File: config.mk
export PLATFORM = sky130hd
export DESIGN_NAME = smb_pec_slave
export DESIGN_NICKNAME = d
export VERILOG_FILES = /design/src/rtl/smb_pkg.sv /design/src/rtl/smb_sync.sv /design/src/rtl/smb_cond_det.sv /design/src/rtl/smb_crc8.sv /design/src/rtl/smb_pec_slave.sv
export SDC_FILE = /design/constraint.sdc
export NUM_CORES = 1
export LEC_CHECK = 0
export ABC_CLOCK_PERIOD_IN_PS = 2200
export BUFFER_PORTS_ARGS = -buffer_cell sky130_fd_sc_hd__buf_2
export CORE_ASPECT_RATIO = 0.75
export CORE_UTILIZATION = 52
export CTS_CLUSTER_SIZE = 20
export DETAILED_ROUTE_END_ITERATION = 10
export PLACE_DENSITY = 0.76
export SETUP_SLACK_MARGIN = 0.4
export SYNTH_ARGS = -nofsm -noshare
export SYNTH_HDL_FRONTEND = slang
export SYNTH_SLANG_ARGS = --single-unit
File: constraint.sdc
create_clock -name clk -period 2.2 [get_ports clk]
set_input_delay 0.66 -clock clk [delete_from_list [all_inputs] [get_ports clk]]
set_output_delay 0.66 -clock clk [all_outputs]
set_load 0.01 [all_outputs]
File: src/rtl/smb_pkg.sv
package smb_pkg;

    typedef enum logic [1:0] {
        ST_IDLE,   // bus free or not addressed
        ST_BITS,   // shifting in eight bits
        ST_ACK,    // ninth clock, optional low drive on SDA
        ST_WAIT    // ignore everything until START or STOP
    } rx_state_e;

    localparam int BYTE_W = 8;

endpackage

File: src/rtl/smb_sync.sv
module smb_sync #(
    parameter int STAGES = 2,
    parameter int WIDTH  = 2
) (
    input  logic             clk,
    input  logic             rst_n,
    input  logic [WIDTH-1:0] d_i,
    output logic [WIDTH-1:0] q_o
);
    logic [STAGES-1:0][WIDTH-1:0] chain_q;

    always_ff @(posedge clk or negedge rst_n) begin
        if (!rst_n) begin
            chain_q <= '1;
        end else begin
            chain_q[0] <= d_i;
            for (int s = 1; s < STAGES; s++) begin
                chain_q[s] <= chain_q[s-1];
            end
        end
    end

    assign q_o = chain_q[STAGES-1];

endmodule

File: src/rtl/smb_cond_det.sv
module smb_cond_det (
    input  logic clk,
    input  logic rst_n,
    input  logic scl_s,
    input  logic sda_s,
    output logic scl_rise,
    output logic scl_fall,
    output logic start_det,
    output logic stop_det
);
    logic scl_prev_d, scl_prev_q;
    logic sda_prev_d, sda_prev_q;

    always_comb begin
        scl_prev_d = scl_s;
        sda_prev_d = sda_s;
    end

    always_ff @(posedge clk or negedge rst_n) begin
        if (!rst_n) begin
            scl_prev_q <= 1'b1;
            sda_prev_q <= 1'b1;
        end else begin
            scl_prev_q <= scl_prev_d;
            sda_prev_q <= sda_prev_d;
        end
    end

    assign scl_rise  = scl_s & ~scl_prev_q;
    assign scl_fall  = ~scl_s & scl_prev_q;
    // SDA moving while SCL stays high marks a bus condition
    assign start_det = scl_s & scl_prev_q & sda_prev_q & ~sda_s;
    assign stop_det  = scl_s & scl_prev_q & ~sda_prev_q & sda_s;

endmodule

File: src/rtl/smb_crc8.sv
module smb_crc8 #(
    parameter logic [7:0] POLY = 8'h07
) (
    input  logic [7:0] crc_i,
    input  logic [7:0] byte_i,
    output logic [7:0] crc_o
);
    always_comb begin
        logic [7:0] acc;
        logic       fb;
        acc = crc_i;
        for (int b = 7; b >= 0; b--) begin
            fb  = acc[7] ^ byte_i[b];
            acc = {acc[6:0], 1'b0} ^ (fb ? POLY : 8'h00);
        end
        crc_o = acc;
    end

endmodule

File: src/rtl/smb_pec_slave.sv
module smb_pec_slave #(
    parameter int         CNT_W       = 8,
    parameter int         SYNC_STAGES = 2,
    parameter logic [7:0] PEC_POLY    = 8'h07,
    parameter logic [7:0] PEC_INIT    = 8'h00
) (
    input  logic             clk,
    input  logic             rst_n,
    input  logic             scl_i,
    input  logic             sda_i,
    output logic             scl_oe,
    output logic             sda_oe,
    input  logic [6:0]       own_addr,
    input  logic             pec_chk_en,
    input  logic             ctrl_wr,
    input  logic [CNT_W-1:0] ctrl_cnt,
    input  logic             ctrl_reload,
    input  logic             ctrl_pec_xfer,
    input  logic             ctrl_nack,
    input  logic             addr_clr,
    input  logic             stop_clr,
    input  logic             rx_rd,
    output logic [7:0]       rx_data,
    output logic             flag_addr,
    output logic             flag_rxf,
    output logic             flag_reload,
    output logic             flag_stop,
    output logic             flag_pecerr
);
    import smb_pkg::*;

    localparam int BIT_CW = $clog2(BYTE_W + 1);
    localparam logic [BIT_CW-1:0] BITS_FULL = BIT_CW'(BYTE_W);
    localparam logic [CNT_W-1:0]  CNT_ONE   = CNT_W'(1);

    typedef struct packed {
        rx_state_e          st;
        logic [BIT_CW-1:0]  bit_cnt;
        logic [7:0]         shreg;
        logic               is_addr;
        logic               active;
        logic               done;
        logic               sda_drv;
        logic               str_addr;
        logic               str_rld;
        logic [CNT_W-1:0]   cnt;
        logic               reload;
        logic               pecx;
        logic               nack;
        logic [7:0]         crc;
        logic [7:0]         rxd;
        logic               f_addr;
        logic               f_rxf;
        logic               f_rld;
        logic               f_stop;
        logic               f_pec;
    } rx_regs_t;

    rx_regs_t d, q;

    logic [1:0] line_raw, line_s;
    logic       scl_s, sda_s;
    logic       scl_rise, scl_fall, start_det, stop_det;
    logic [7:0] crc_next;

    assign line_raw = {scl_i, sda_i};

    smb_sync #(
        .STAGES (SYNC_STAGES),
        .WIDTH  (2)
    ) i_sync (
        .clk   (clk),
        .rst_n (rst_n),
        .d_i   (line_raw),
        .q_o   (line_s)
    );

    assign scl_s = line_s[1];
    assign sda_s = line_s[0];

    smb_cond_det i_cond (
        .clk       (clk),
        .rst_n     (rst_n),
        .scl_s     (scl_s),
        .sda_s     (sda_s),
        .scl_rise  (scl_rise),
        .scl_fall  (scl_fall),
        .start_det (start_det),
        .stop_det  (stop_det)
    );

    smb_crc8 #(
        .POLY (PEC_POLY)
    ) i_crc (
        .crc_i  (q.crc),
        .byte_i (q.shreg),
        .crc_o  (crc_next)
    );

    always_comb begin
        logic give_ack;
        d        = q;
        give_ack = 1'b0;

        // firmware side
        if (rx_rd) d.f_rxf = 1'b0;
        if (addr_clr) begin
            d.f_addr   = 1'b0;
            d.str_addr = 1'b0;
            d.f_pec    = 1'b0;
        end
        if (stop_clr) d.f_stop = 1'b0;
        if (ctrl_wr) begin
            d.cnt     = ctrl_cnt;
            d.reload  = ctrl_reload;
            d.pecx    = ctrl_pec_xfer;
            d.nack    = ctrl_nack;
            d.f_rld   = 1'b0;
            d.str_rld = 1'b0;
        end

        // bus side
        if (stop_det) begin
            d.st       = ST_IDLE;
            d.f_stop   = q.active | d.f_stop;
            d.active   = 1'b0;
            d.sda_drv  = 1'b0;
            d.str_addr = 1'b0;
            d.str_rld  = 1'b0;
            d.crc      = PEC_INIT;
            d.done     = 1'b0;
            d.cnt      = '0;
        end else if (start_det) begin
            d.st       = ST_BITS;
            d.bit_cnt  = '0;
            d.is_addr  = 1'b1;
            d.active   = 1'b0;
            d.sda_drv  = 1'b0;
            d.str_addr = 1'b0;
            d.str_rld  = 1'b0;
            d.crc      = PEC_INIT;
            d.done     = 1'b0;
            d.cnt      = '0;
        end else begin
            unique case (q.st)
                ST_BITS: begin
                    if (scl_rise && q.bit_cnt != BITS_FULL) begin
                        d.shreg   = {q.shreg[6:0], sda_s};
                        d.bit_cnt = q.bit_cnt + 1'b1;
                    end else if (scl_fall && q.bit_cnt == BITS_FULL) begin
                        if (q.is_addr) begin
                            if (q.shreg[7:1] == own_addr && !q.shreg[0]) begin
                                d.f_addr   = 1'b1;
                                d.str_addr = 1'b1;
                                d.sda_drv  = 1'b1;
                                d.active   = 1'b1;
                                d.crc      = crc_next;
                                d.st       = ST_ACK;
                            end else begin
                                d.st = ST_WAIT;
                            end
                        end else if (q.done) begin
                            d.st = ST_WAIT;
                        end else begin
                            d.rxd    = q.shreg;
                            d.f_rxf  = 1'b1;
                            d.crc    = crc_next;
                            give_ack = ~q.nack;
                            if (q.cnt == CNT_ONE) begin
                                d.cnt = '0;
                                if (q.reload) begin
                                    d.f_rld   = 1'b1;
                                    d.str_rld = 1'b1;
                                end else begin
                                    d.done = 1'b1;
                                    if (q.pecx && pec_chk_en && q.shreg != q.crc) begin
                                        give_ack = 1'b0;
                                        d.f_pec  = 1'b1;
                                    end
                                end
                            end else if (q.cnt != '0) begin
                                d.cnt = q.cnt - 1'b1;
                            end
                            d.sda_drv = give_ack;
                            d.st      = ST_ACK;
                        end
                    end
                end
                ST_ACK: begin
                    if (scl_fall) begin
                        d.st      = q.sda_drv ? ST_BITS : ST_WAIT;
                        d.bit_cnt = '0;
                        d.is_addr = 1'b0;
                        d.sda_drv = 1'b0;
                    end
                end
                default: ;
            endcase
        end
    end

    always_ff @(posedge clk or negedge rst_n) begin
        if (!rst_n) begin
            q       <= '0;
            q.st    <= ST_IDLE;
            q.crc   <= PEC_INIT;
        end else begin
            q <= d;
        end
    end

    assign scl_oe      = q.str_addr | q.str_rld;
    assign sda_oe      = q.sda_drv;
    assign rx_data     = q.rxd;
    assign flag_addr   = q.f_addr;
    assign flag_rxf    = q.f_rxf;
    assign flag_reload = q.f_rld;
    assign flag_stop   = q.f_stop;
    assign flag_pecerr = q.f_pec;

endmodule

==> results of run 1 <==
==> flip-flops by register name, indices dropped and copies added, names as in the netlist <==
name	flops
i_cond.scl_prev_q	1
flag_pecerr	1
flag_reload	1
rx_data	8
i_cond.sda_prev_q	1
sda_oe	1
flag_rxf	1
q	38
flag_addr	1
i_sync.chain_q	2
i_sync.q_o	2
flag_stop	1
==> power groups by stage <==
stage	Clock (uW)	Sequential, uW	Combinational, uW
2_1_floorplan	0	1280	894
3_3_place_gp	0	1320	1120
3_5_place_dp	0	1330	1140
4_1_cts	924	1320	1260
5_1_grt	965	1350	1570
6_report	920	1340	1460
==> cells in the mapped netlist, drive strengths merged (4+ instances only) <==
library cell  instances
nor3                  4
inv                  17
xnor2                24
nor2b                 4
nor2                 21
mux2                 12
o2bb2ai               6
nand2                43
nand3                15
nor4                  4
a211oi                6
ha                    9
dfrtp                52
dfstp                 6
xor2                  5
clkbuf               11
or2                   5
a22oi                 4
buf                  14
a22o                  5
a21oi                10
o21ai                15
==> cell families (layout without fill, tap and decap cells) <==
family          after synthesis  count (layout)  share of synthesized area
buf+inv                      42             133                     0.0619
flops                        58              58                      0.448
fa+ha+maj                     9               9                     0.0346
compound gates               67              67                      0.145
xor+xnor                     29              29                     0.0780
simple gates                120             120                      0.185
mux                          14              14                     0.0477
==> layer usage <==
| layer | track usage | up-vias | share of wire |
|---|---|---|---|
| met3 | 0.0915 | 23 | 0.083 |
| met4 | 0.101 | 0 | 0.020 |
| met2 | 0.439 | 165 | 0.48 |
| met1 | 0.385 | 1495 | 0.41 |
| li1 | - | 1350 | - |
| met5 | 0 | - | 0 |
==> layout make-up <==
cell class	count	area [um2]
multi-input cells	239	1970
inverters	17	63.8
flip-flops and latches	58	1460
well taps	78	97.6
clock buffers	10	138
clock inverters	6	41.3
repair buffers	100	787
fillers	348	1360
==> path summary, 6_finish.rpt <==
kind | slack [ns] | from | cells after the start | to
worst max-delay path | 0.13 | i_cond.scl_prev_q | 5 | q[27]
worst min-delay path | 0.29 | rst_n | 2 | flag_pecerr
worst max register to register | 0.13 | i_cond.scl_prev_q | 5 | q[27]
worst min register to register | 0.36 | i_sync.chain_q[1] | 0 | i_sync.q_o[1]
max in group asynchronous | 1.58 | rst_n | 2 | i_sync.chain_q[0]
min in group clk | 0.36 | i_sync.chain_q[1] | 0 | i_sync.q_o[1]
==> critical path, delay by kind of cell (launching register included) <==
family	cells	cell delay, ns
DFF	1	0.54
and+or+nand+nor	2	0.80
AOI/OAI and AO/OA	3	0.61
==> metrics by stage <==
step           hold slack (ns)  power (uW)  setup slack (ns)  cells
4_1_cts                  0.305        3500             0.199    490
3_5_place_dp             0.349        2470            0.0987    451
6_report                 0.292        3720             0.134    508
3_3_place_gp             0.346        2440             0.116    451
5_1_grt                  0.313        3890            0.0772    508
2_1_floorplan            0.345        2170             0.220    339
==> repair_timing <==
action	CTS	global route
pin swaps	40	29
buffers inserted	23	17
gates resized for setup	63	39
setup endpoints to repair	39	43
hold buffers	0	0
cloned	0	1
==> impl_metrics.csv, run 1 <==
group,metric,value,unit
run_status,status,"complete, no violations",
synth,synth.yosys.warnings,0,
synth,synth_edf_count,0,
clocking,cts_sinks,58,
synth,synth.top_cell.area_share,0.400,
sta,drv_slew,0,
power,comb_power_share,0.392,
clocking,root_buffer,"clkbuf_8",
sta,setup_tns,0,ns
final_layout,drive_gt1_frac,0.488,
floorplanning,num_rows,24,
global_routing,grt_pass1_wl,14000,um
sta,timing.final.crit_share,0.939,
sta,setup_violations,0,
global_routing,grt_pass1_vias,2814,
routing,drc,0,
sta,rsz0062_at_grt,"yes",
final_layout,final_core_util,0.770,
routing,antenna_left,0,
power,swShare,0.378,
floorplanning,num_io_pins,42,
floorplanning,dieWidth,93.4,um
power,power.density,816,nW/um2
synth,synth.area.top_cells,"dfrtp_1 40%, xnor2_1 6.5%, nand2_1 5.0%",
critical_path,worstPathArrival,2.30,ns
synth,avgSynthCellArea,9.60,um2
critical_path,slowest_stage,"dfstp_2",
synth,ys_seq_area_frac,0.448,
min_path,hold_path.class,"in2async",
sta,worstMarginPinSlew,0.542,ns
synth,synth-seq-cells,58,
job,max_cap_violations,0,
placement,portBuffers,41,
final_layout,design_area,4560,um2
sta,fmax,0.484,GHz
clocking,cts_tree,"built",
placement,place_area,3640,um2
synth,yosysTopAreaCell,"dfrtp_1",
power,p_clk_frac,0.247,
clocking,clk-insertion-delay-late,0.36,ns
critical_path,crit_path_cell_trace,"or4b_4, or2_4, o21ai_2, o21ai_0, a211oi_1",
routing,viasPerCell,5.97,
floorplanning,core,5920,um2
final_layout,fin_nets,461,
global_routing,grt_max_degree,59,
global_routing,antenna_found_initial,0,
clocking,numCtsBuffers,9,
routing,drt_iter0_drc,215,
placement,routabilityCongestion,0.888,
synth,async_flop_share,1.00,
sta,finalHoldViolCount,0,
synth,synthCells,339,
critical_path,worst_setup_path_end_kind,"flip-flop",
critical_path,worst-setup-path-type,"reg2reg",
power,worst_ir_drop_vdd,0.536,mV
power,internal_power,2310,uW
synth,netlist_area,3250,um2
routing,via_count,3033,
critical_path,crit_required,2.44,ns
clocking,clk_pin_slew_worst_paths,0.08,ns
sta,max_slew_margin,0.635,
clocking,cts-htree-levels,3,
routing,wire_per_inst,19.0,um
placement,post-dp-hpwl,5320,um
global_routing,grt_overflow_total,0,
synth,syn-num-nets,375,
synth,synthFlopType,"dfrtp_1",
final_layout,area_growth,40.0,%
floorplanning,initial_core_util,0.550,
floorplanning,die_h,70.5,um
power,p_switching,1410,uW
sta,min_period,2.07,ns
critical_path,critical_path.max_stage_delay,0.54,ns
clocking,clockBufferDepth,2,
final_layout,final_common_cell,"dfrtp_1",
final_layout,diodes,0,
final_layout,layout_common_cells,"51 x dfrtp_1, 40 x buf_2, 34 x buf_4",
power,power.leakage,0.00208,uW
routing,wl,9630,um
sta,fin_skew,0.0131,ns
critical_path,worst_setup_path_start_kind,"flip-flop",
critical_path,critPathMaxFanout,6,
global_routing,grt_use_total,0.286,
synth,ys_types,56,
power,seq_power_share,0.361,
floorplanning,dieArea,6580,um2
routing,drtPass1Iterations,5,
Power figures use the tool's default switching activity.
==> run 2, diff against run 1 <==
--- a/config.mk
+++ b/config.mk
@@ -11,7 +11,7 @@
 export CORE_UTILIZATION = 52
 export CTS_CLUSTER_SIZE = 20
 export DETAILED_ROUTE_END_ITERATION = 10
-export PLACE_DENSITY = 0.76
+export PLACE_DENSITY = 0.85
 export SETUP_SLACK_MARGIN = 0.4
 export SYNTH_ARGS = -nofsm -noshare
 export SYNTH_HDL_FRONTEND = slang
==> run 2 against run 1 <==
  * Sequential share of layout area up 3.1 points
  * Die area unchanged
  * Non-clock buffer count down 25
  * Total power up 1.2%
  * Maximum frequency up 2.2%
  * First-iteration DRC count down 13%
==> impl_metrics.csv, run 2 (synthesized netlist as in run 1, its figures left out) <==
group,metric,value,unit
sta,worstMarginPinSlew,0.611,ns
floorplanning,num_rows,24,
critical_path,ff2ff_path_depth,5,
placement,portBuffers,41,
power,power,3760,uW
final_layout,nFillCells,408,
final_layout,fin_nets,436,
final_layout,area_growth,27.7,%
clocking,clockBufferDepth,2,
routing,drtPass1Iterations,5,
sta,fin_ws,0.178,ns
final_layout,layout_common_cells,"51 x dfrtp_1, 42 x nand2_1, 40 x buf_2",
placement,place_ws,0.0933,ns
clocking,cts-htree-levels,3,
final_layout,final_core_util,0.703,
global_routing,grt_pass1_vias,2714,
run_status,status,"complete, no violations",
critical_path,reg2reg_slack,0.18,ns
critical_path,reg2reg_from,"i_cond.scl_prev_q",
sta,min_period,2.02,ns
critical_path,worst_setup_path_start_kind,"flip-flop",
power,worst_ir_drop_vdd,0.506,mV
routing,viasPerCell,5.83,
routing,drt_iter0_drc,186,
critical_path,critPathMaxFanout,6,
sta,max_slew_margin,0.591,
routing,wl,8300,um
power,power.density,905,nW/um2
global_routing,antenna_found_initial,0,
global_routing,grt_max_degree,41,
sta,fin_skew,0.00940,ns
clocking,cts_hold_buf,0,
critical_path,worst-setup-path-type,"reg2reg",
sta,setup_violations,0,
placement,routabilityCongestion,0.931,
global_routing,grt_pass1_wl,13300,um
final_layout,diodes,0,
final_layout,drive_gt1_frac,0.373,
final_layout,regArea,1460,um2
sta,fmax,0.495,GHz
critical_path,worstPathArrival,2.25,ns
critical_path,r2r-end,"q[30]",
critical_path,crit_required,2.43,ns
sta,finalHoldViolCount,0,
sta,setup_tns,0,ns
job,max_cap_violations,0,
final_layout,final_common_cell,"dfrtp_1",
final_layout,multi_input_area,1780,um2
power,power.leakage,0.00194,uW
sta,rsz0062_at_grt,"yes",
floorplanning,num_io_pins,42,
final_layout,largest_register_ff_count,38,
clocking,root_buffer,"clkbuf_8",
clocking,clk_pin_slew_worst_paths,0.07,ns
global_routing,grt_overflow_total,0,
floorplanning,die_h,70.5,um
floorplanning,dieArea,6580,um2
final_layout,final_cell_count_no_fill,483,
floorplanning,initial_core_util,0.550,
critical_path,worst_setup_path_end_kind,"flip-flop",
placement,dp.cells,451,
routing,antenna_left,0,
routing,via_count,2816,
placement,post-dp-hpwl,5330,um
clocking,numCtsBuffers,9,
routing,drc,0,
final_layout,largest_register,"q",
global_routing,grt_use_total,0.266,
floorplanning,core,5920,um2
sta,drv_slew,0,
clocking,cts_sinks,58,
clocking,cts_tree,"built",
floorplanning,dieWidth,93.4,um
routing,wire_per_inst,17.2,um
min_path,hold_path.class,"in2async",
clocking,clk-insertion-delay-late,0.35,ns
sta,timing.final.crit_share,0.919,
run 2: how the worst max path moves through the flow:
stage / startpoint / to / slack (ns) / depth (start not counted)
floorplan: i_cond.scl_prev_q / q[30] / 0.22 / 6
global placement: own_addr[5] / q[19] / 0.14 / 6
detailed placement: own_addr[5] / q[19] / 0.09 / 6
CTS: i_cond.scl_prev_q / q[30] / 0.23 / 5
global route: i_cond.scl_prev_q / q[31] / 0.13 / 6
finish: i_cond.scl_prev_q / q[30] / 0.18 / 5
run 2: final cells by class:
class,count,share of cell area
Clock buffer,9,0.0298
Clock inverter,7,0.0244
Inverter,17,0.0154
Multi-Input combinational cell,239,0.429
Sequential cell,58,0.351
Tap cell,78,0.0235
Timing Repair Buffer,75,0.126
run 2: routing by layer:
layer,part of all wire,global-route usage,vias up
met4,0.018,0.0940,0
met5,0,0,-
li1,-,-,1300
met3,0.080,0.0697,21
met1,0.43,0.374,1337
met2,0.47,0.400,158
run 2: what timing repair did:
| item | 4_1_cts | 5_1_grt |
|---|---|---|
| resized for setup | 25 | 17 |
| setup buffers | 11 | 5 |
| setup endpoints to repair | 32 | 34 |
| pin swaps | 9 | 9 |
run 2: critical path: stages (launching register included):
cell and delay (ns):
dfstp_2 0.53, or4b_4 0.47, or2_4 0.31, or4_4 0.44, nand3_2 0.07, a31oi_1 0.08
run 2: power by group:
group / internal [uW] / total (uW) / leakage [uW] / switching, uW
Clock: 646 / 1110 / 0.000106 / 463
Sequential: 1180 / 1320 / 0.000751 / 137
Combinational: 630 / 1330 / 0.00108 / 702
run 2: through the flow:
step | hold slack [ns] | cell area (um2)
2_1_floorplan | 0.345 | 3340
3_3_place_gp | 0.346 | 3640
3_5_place_dp | 0.347 | 3640
4_1_cts | 0.263 | 4040
5_1_grt | 0.268 | 4160
6_report | 0.245 | 4160
